==> config.mk <==
export PLATFORM = sky130hd
export DESIGN_NAME = pbuf_method_decoder
export DESIGN_NICKNAME = d
export VERILOG_FILES = /design/src/rtl/pbd_pkg.sv /design/src/rtl/pbd_hdr_decode.sv /design/src/rtl/pbd_burst_track.sv /design/src/rtl/pbuf_method_decoder.sv
export SDC_FILE = /design/constraint.sdc
export NUM_CORES = 1
export LEC_CHECK = 0
export ABC_AREA = 1
export BUFFER_PORTS_ARGS = -buffer_cell sky130_fd_sc_hd__buf_2
export CORE_MARGIN = 1
export CORE_UTILIZATION = 39
export CTS_CLUSTER_DIAMETER = 80
export DETAILED_ROUTE_END_ITERATION = 8
export GPL_TIMING_DRIVEN = 0
export MAX_ROUTING_LAYER = met4
export PLACE_DENSITY = 0.69
export SKIP_CTS_REPAIR_TIMING = 1
export SYNTH_ARGS = -nofsm -noshare
export SYNTH_HDL_FRONTEND = slang
export SYNTH_SLANG_ARGS = --single-unit
==> constraint.sdc <==
create_clock -name clk -period 3.15 [get_ports clk]
set_clock_uncertainty 0.15 [all_clocks]
set_input_delay 0.945 -clock clk [delete_from_list [all_inputs] [get_ports clk]]
set_output_delay 0.945 -clock clk [all_outputs]
set_load 0.01 [all_outputs]
==> src/rtl/pbd_pkg.sv <==
package pbd_pkg;
  localparam int unsigned WORD_W    = 32;
  localparam int unsigned SUBCH_W   = 3;
  localparam int unsigned CNT_W     = 13;
  localparam int unsigned OLD_CNT_W = 11;
  localparam int unsigned MFLD_W    = 13;
  localparam int unsigned MTHD_W    = MFLD_W + 2;
  localparam int unsigned IMM_W     = 13;

  typedef enum logic [1:0] {
    HK_BURST = 2'd0,
    HK_IMM   = 2'd1,
    HK_BAD   = 2'd2
  } hdr_kind_e;

  typedef struct packed {
    hdr_kind_e            kind;
    logic                 incr;
    logic [SUBCH_W-1:0]   subch;
    logic [CNT_W-1:0]     cnt;
    logic [MTHD_W-1:0]    mthd;
    logic [WORD_W-1:0]    imm;
  } hdr_info_t;
endpackage

==> src/rtl/pbd_hdr_decode.sv <==
module pbd_hdr_decode
  import pbd_pkg::*;
(
  input  logic              fmt_new,
  input  logic [WORD_W-1:0] word,
  output hdr_info_t         info
);
  always_comb begin
    info       = '0;
    info.kind  = HK_BAD;
    info.subch = word[15:13];
    if (!fmt_new) begin
      info.cnt  = {{(CNT_W-OLD_CNT_W){1'b0}}, word[28:18]};
      info.mthd = {2'b00, word[12:0]};
      if (!word[31] && !word[29] && (word[17:16] == 2'b00)) begin
        info.kind = HK_BURST;
        info.incr = !word[30];
      end
    end else begin
      info.cnt  = word[28:16];
      info.mthd = {word[12:0], 2'b00};
      info.imm  = {{(WORD_W-IMM_W){1'b0}}, word[28:16]};
      case (word[31:29])
        3'b001: begin info.kind = HK_BURST; info.incr = 1'b1; end
        3'b011: begin info.kind = HK_BURST; info.incr = 1'b0; end
        3'b100: info.kind = HK_IMM;
        default: info.kind = HK_BAD;
      endcase
    end
  end
endmodule

==> src/rtl/pbd_burst_track.sv <==
module pbd_burst_track
  import pbd_pkg::*;
(
  input  logic               clk,
  input  logic               rst_n,
  input  logic               load,
  input  hdr_info_t          hdr,
  input  logic               step,
  output logic               busy,
  output logic [SUBCH_W-1:0] subch,
  output logic [MTHD_W-1:0]  mthd
);
  logic               busy_q, busy_d;
  logic [CNT_W-1:0]   left_q, left_d;
  logic [MTHD_W-1:0]  mthd_q, mthd_d;
  logic [SUBCH_W-1:0] subch_q, subch_d;
  logic               incr_q, incr_d;
  logic               en;

  always_comb begin
    busy_d  = busy_q;
    left_d  = left_q;
    mthd_d  = mthd_q;
    subch_d = subch_q;
    incr_d  = incr_q;
    en      = load | step;
    if (load) begin
      busy_d  = 1'b1;
      left_d  = hdr.cnt;
      mthd_d  = hdr.mthd;
      subch_d = hdr.subch;
      incr_d  = hdr.incr;
    end else if (step) begin
      left_d = left_q - 1'b1;
      busy_d = (left_q != {{(CNT_W-1){1'b0}}, 1'b1});
      if (incr_q) mthd_d = mthd_q + MTHD_W'(4);
    end
  end

  always_ff @(posedge clk or negedge rst_n) begin
    if (!rst_n) begin
      busy_q  <= 1'b0;
      left_q  <= '0;
      mthd_q  <= '0;
      subch_q <= '0;
      incr_q  <= 1'b0;
    end else if (en) begin
      busy_q  <= busy_d;
      left_q  <= left_d;
      mthd_q  <= mthd_d;
      subch_q <= subch_d;
      incr_q  <= incr_d;
    end
  end

  assign busy  = busy_q;
  assign subch = subch_q;
  assign mthd  = mthd_q;

  assert_mthd_step_R1: assert property (@(posedge clk) disable iff (!rst_n)
    (busy_q && incr_q && step) |=> (mthd_q == $past(mthd_q) + MTHD_W'(4)));
  assert_mthd_hold_R2: assert property (@(posedge clk) disable iff (!rst_n)
    (busy_q && !incr_q) |=> $stable(mthd_q));
  assert_zero_cnt_R6: assert property (@(posedge clk) disable iff (!rst_n)
    (load && hdr.cnt == '0) |=> !busy_q);
endmodule

==> src/rtl/pbuf_method_decoder.sv <==
module pbuf_method_decoder
  import pbd_pkg::*;
(
  input  logic               clk,
  input  logic               rst_n,
  input  logic               fmt_new,
  input  logic               in_valid,
  input  logic [WORD_W-1:0]  in_data,
  output logic               in_ready,
  output logic               out_valid,
  input  logic               out_ready,
  output logic [SUBCH_W-1:0] out_subch,
  output logic [MTHD_W-1:0]  out_mthd,
  output logic [WORD_W-1:0]  out_data,
  output logic               err_flag
);
  hdr_info_t          hdr;
  logic               busy, load, step, set_err;
  logic [SUBCH_W-1:0] trk_subch;
  logic [MTHD_W-1:0]  trk_mthd;
  logic               err_q, err_d;

  pbd_hdr_decode u_dec (
    .fmt_new (fmt_new),
    .word    (in_data),
    .info    (hdr)
  );

  pbd_burst_track u_trk (
    .clk   (clk),
    .rst_n (rst_n),
    .load  (load),
    .hdr   (hdr),
    .step  (step),
    .busy  (busy),
    .subch (trk_subch),
    .mthd  (trk_mthd)
  );

  always_comb begin
    out_valid = 1'b0;
    out_subch = trk_subch;
    out_mthd  = trk_mthd;
    out_data  = in_data;
    in_ready  = 1'b0;
    load      = 1'b0;
    step      = 1'b0;
    set_err   = 1'b0;
    if (busy) begin
      out_valid = in_valid;
      in_ready  = out_ready;
      step      = in_valid && out_ready;
    end else begin
      case (hdr.kind)
        HK_IMM: begin
          out_valid = in_valid;
          out_subch = hdr.subch;
          out_mthd  = hdr.mthd;
          out_data  = hdr.imm;
          in_ready  = out_ready;
        end
        HK_BURST: begin
          in_ready = 1'b1;
          load     = in_valid && (hdr.cnt != '0);
        end
        default: begin
          in_ready = 1'b1;
          set_err  = in_valid;
        end
      endcase
    end
  end

  always_comb err_d = err_q | set_err;

  always_ff @(posedge clk or negedge rst_n) begin
    if (!rst_n)       err_q <= 1'b0;
    else if (set_err) err_q <= err_d;
  end

  assign err_flag = err_q;

  assert_err_sticky_R7: assert property (@(posedge clk) disable iff (!rst_n)
    err_q |=> err_q);
  assert_stall_hold_R8: assert property (@(posedge clk) disable iff (!rst_n)
    (out_valid && !out_ready) |-> !in_ready);
  assert_bad_no_write_R7: assert property (@(posedge clk) disable iff (!rst_n)
    set_err |-> !out_valid);
  assert_imm_single_R5: assert property (@(posedge clk) disable iff (!rst_n)
    (!busy && hdr.kind == HK_IMM && in_valid && out_ready) |=> !busy);
endmodule

Word level (Yosys, flattened, before mapping)
Cells that the tools add are included.
W data, S select, Z words.

storage, ports and cells
  output and inout bits = 53
  bits of input ports = 37
  bits in registers = 34
  word-level logic and storage cells = 60

operators by class
  eq/ne operators = 5
  bitwise logic cells = 2
  multiplexer cells = 28
  reductions and logical operators = 17
  $add $sub $neg = 2

operator list
  operator                 count
  $mux W15                 5
  $mux W32                 2
  $mux W13                 3
  $mux W28                 1
  $add A15 B3 Y15 const B  1
  $ne A13 B1 Y1 const B    1
  $reduce_bool A13 Y1      1
  $sub A13 B1 Y13 const B  1
  $mux W1                  12
  $mux W3                  4
  $logic_and A1 B1 Y1      4
  $logic_not A2 Y1         2
  $pmux W2 S2              1
  $reduce_and A2 Y1        2
  $reduce_bool A2 Y1       2
  $reduce_or A2 Y1         2
  $eq A3 B1 Y1 const B     1
  $eq A3 B2 Y1 const B     1
  $eq A3 B3 Y1 const B     1
  $logic_not A1 Y1         3
  $reduce_and A3 Y1        1
  $eq A2 B1 Y1 const B     1
  $or A1 B1 Y1             2

Logic depth before layout (Yosys ltp)
  depth after elaboration = 10
  mapped depth = 14
  gate-level depth less buffers = 11

Hierarchy
A second synthesis with hierarchy kept.

unflattened totals
  cell total of the unflattened synthesis = 586
  area total of the unflattened synthesis = 3517.1 um^2

by module, submodules not included
  module               area each (um^2)  cells an instance  instances  sequential area each (um^2)
  pbd_burst_track      1985.7            266                1          825.8
  pbuf_method_decoder  888.4             191                1          25.0
  pbd_hdr_decode       643.1             129                1          0.0

Worst setup path after synthesis
Ideal clock, no wire load.

  kind = in2out
  from = input fmt_new
  to = output out_data[10]
  cell stages on the path = 7
  data arrival time = 1941 ps
  buffers on the path = 3
  required time = 2055 ps
  slack = 114 ps
  cell sequence = buf_6 -> nand4_2 -> nor2_2 -> buf_2 -> buf_2 -> nand2_1 -> o21ai_1

between the ends
  longest elaborated chain between the ends = 4
  elaborated cells between the ends (all ways) = 5
  classes of those cells = 1 x eq/ne; 4 x mux

RTL lines
  element       line                       source
  from (decl)   pbuf_method_decoder.sv:6   input logic fmt_new,
  $mux W3       pbd_hdr_decode.sv:12       if (!fmt_new) begin
  $eq A2 B1 Y1  pbuf_method_decoder.sv:54  case (hdr.kind)
  $mux W32 (*)  pbuf_method_decoder.sv:54
  $mux W32 (*)  pbuf_method_decoder.sv:49  if (busy) begin
  to (decl)     pbuf_method_decoder.sv:14  output logic [WORD_W-1:0] out_data,

Every way passes the cells marked *; elsewhere a longest branch is shown, timed or not.

Worst setup path in the final report
  from = input fmt_new
  to = output out_mthd[11]

between the ends
  longest elaborated chain between the ends = 4
  elaborated cells between the ends (all ways) = 5
  classes of those cells = 1 x eq/ne; 4 x mux

RTL lines
  element       line                       source
  $mux W3       pbd_hdr_decode.sv:12
  $eq A2 B1 Y1  pbuf_method_decoder.sv:54
  $mux W15 (*)  pbuf_method_decoder.sv:54
  $mux W15 (*)  pbuf_method_decoder.sv:49
  to (decl)     pbuf_method_decoder.sv:13  output logic [MTHD_W-1:0] out_mthd,

Marks and branches as above.

==> qor.yml <==
hold_viol: 0
post-place-cells: 730
slew_headroom: 0.437
fin_crit_ns: 3.15
drv_cap: 0
synth_area_mm2: 0.00317
fin_ws_ns: -0.000536
start_kind: "input pin"
path_max_fanout: 6
port_buffers: 89
finalWirelength_mm: 10.9
antenna_cells: 0
antenna_found_initial: 0
root_buffer: "clkbuf_8"
min_path_type: "reg2reg"
worstMarginPinSlew_ns: 0.845
ys_warn_count: 0
cts_buffers: 5
vias: 3897
required_ns: 2.05
cts_tree: "yes"
wire_per_inst_um: 14.6
syn_nets: 579
clk_pin_slew_worst_paths_ns: 0.07
final_cell_count_no_fill: 747
leakage_nw: 2.35
gp_congestion: 0.939
slew_viol_final: 0
critPathKind: "in2out"
powerDensity_mw_per_mm2: 499
clock-sinks: 34
ys_ff_latch: 34
multi_input_area_mm2: 0.00190
irDropWorstVdd_v: 0.000262
seqCellArea_um2: 851
ant_nets: 0
grt_pass1_vias: 3502
cts_max_path_buffers: 2
die_w_um: 92.2
ys_types: 31
status: "finished with violations"
fp.dieArea_mm2: 0.00849
grt_overflow: 0
drc: 0
dp_hpwl_mm: 8.00
fin_util: 0.526
cp-end-kind: "primary output"
ys_seq_area_frac: 0.268
fp.dieH_um: 92.2
cp_data_arrival_time_ns: 2.06
swShare: 0.443
power_mw: 2.05
dr.pass1.iters: 5
n_fill_cell: 800
ctsHtreeMaxLevel: 2
seqPwrFrac: 0.364
ioPinCount: 90
finalSetupViolCount: 2
synth.avg_cell_area_um2: 5.88
switching_power_mw: 0.907
power_frac_comb: 0.479
core_mm2: 0.00781
grt_pass1_wl_mm: 17.0
syn_inst: 539
routed_via_density: 5.22
drive_gt1_frac: 0.229
rr_worst_depth: 8
area_delta_synth_final_pct: 29.4
violations: "setup timing"
final_nets: 685
track_usage: 0.264
rsz0062_at_grt: "true"
post-route-period-util: 1.00
drtIter0Drc: 235
rows: 32
whs_ns: 0.318
p_int_mw: 1.14
min_path_cells: 1
fmax_ghz: 0.317
grt_max_degree: 35
start_util: 0.406
worstSkewPairLatency_ns: 0.29
pwr-share-clk: 0.156
-- kinds of logic (layout without fill, tap and decap cells) --
group           count (synthesis)  in the layout  share of synthesized area
fa+ha+maj                       3              3                     0.0118
flops                          34             34                      0.268
compound gates                 68             68                      0.120
buf+inv                       110            216                      0.150
simple gates                  310            310                      0.410
xor+xnor                       14             14                     0.0387
-- final timing paths --
| kind | start | to | slack [ns] |
|---|---|---|---|
| worst max-delay path | fmt_new | out_mthd[11] | -0.0005 |
| worst min-delay path | err_flag | err_flag | 0.32 |
| worst max register to register | u_trk.busy | u_trk.mthd[9] | 1.14 |
| worst min register to register | err_flag | err_flag | 0.32 |
| max in group asynchronous | rst_n | u_trk.subch[1] | 1.72 |
| min in group asynchronous | rst_n | u_trk.left_q[9] | 0.61 |
-- critical path, cell delays in order --
cell       delay [ns]
buf_8            0.09
buf_6            0.12
nand4_4          0.10
nor2_4           0.18
buf_6            0.17
clkbuf_16        0.17
nand2_2          0.04
o21ai_1          0.08
buf_2            0.15
-- sequential cells by signal, indices dropped and copies added (netlist names) --
name          count
err_flag          1
u_trk.mthd       15
u_trk.subch       3
u_trk.busy        1
u_trk.left_q     13
u_trk.incr_q      1
-- cell usage after synthesis, drive strengths merged --
| cell type | instances | share of area |
|---|---|---|
| a21boi | 1 | 0.0024 |
| a21o | 1 | 0.0024 |
| a21oi | 2 | 0.0032 |
| a31o | 1 | 0.0028 |
| buf | 14 | 0.037 |
| clkbuf | 14 | 0.017 |
| dfrtp | 34 | 0.27 |
| ha | 3 | 0.012 |
| inv | 82 | 0.097 |
| nand2 | 206 | 0.24 |
| nand3 | 55 | 0.088 |
| nand3b | 2 | 0.0047 |
| nand4 | 9 | 0.020 |
| nor2 | 28 | 0.036 |
| nor3 | 8 | 0.013 |
| o211ai | 13 | 0.031 |
| o21ai | 50 | 0.079 |
| or2 | 2 | 0.0039 |
| xnor2 | 3 | 0.0083 |
| xor2 | 11 | 0.030 |
-- power groups by stage --
stage / registers (mW) / logic (mW) / clock network, mW
final: 0.746 / 0.981 / 0.320
after global routing: 0.763 / 1.11 / 0.346
after CTS: 0.742 / 0.946 / 0.322
after detailed placement: 0.747 / 0.942 / 0
after global placement: 0.744 / 0.921 / 0
after floorplan: 0.712 / 0.673 / 0
-- layout by cell type, fill, tap and decap left out, types with 3 or more instances in the layout --
cell type | Yosys | routed
nand2_1 | 205 | 199
buf_2 | 3 | 87
inv_1 | 78 | 76
nand3_1 | 54 | 54
dfrtp_1 | 34 | 34
nor2_1 | 26 | 26
o21ai_1 | 16 | 23
o21ai_0 | 34 | 22
o211ai_1 | 13 | 13
buf_6 | 6 | 12
buf_4 | 4 | 11
xor2_1 | 11 | 11
clkbuf_1 | 14 | 9
nand4_1 | 8 | 8
nor3_1 | 8 | 8
nand2_2 | 1 | 5
o21ai_2 | 0 | 5
clkbuf_8 | 0 | 5
inv_2 | 4 | 4
buf_8 | 0 | 3
xnor2_1 | 3 | 3
ha_1 | 3 | 3
-- stage by stage --
stage	TNS, ns	cell area (um2)	setup slack, ns
floorplan	0	3170	0.114
global placement	-14.68	3740	-0.443
detailed placement	-15.12	3740	-0.461
CTS	-15.56	3820	-0.468
global route	-0.509	4100	-0.0363
finish	-0.000957	4100	-0.000536
-- cell type report --
cell class	instances	area share
clock buffers	7	0.0186
repair buffers	99	0.145
plain buffers	28	0.0576
inverters	82	0.0774
well taps	102	0.0311
flip-flops and latches	34	0.207
multi-input cells	395	0.463
-- routing by layer --
| layer | global-route usage | share of wire | up-vias |
|---|---|---|---|
| met5 | - | 0 | - |
| met4 | 0.0977 | 0.025 | 0 |
| met3 | 0.0448 | 0.076 | 21 |
| met2 | 0.402 | 0.44 | 199 |
| met1 | 0.351 | 0.46 | 1779 |
| li1 | - | - | 1898 |
Note: power is estimated with default switching activity, not from simulation.
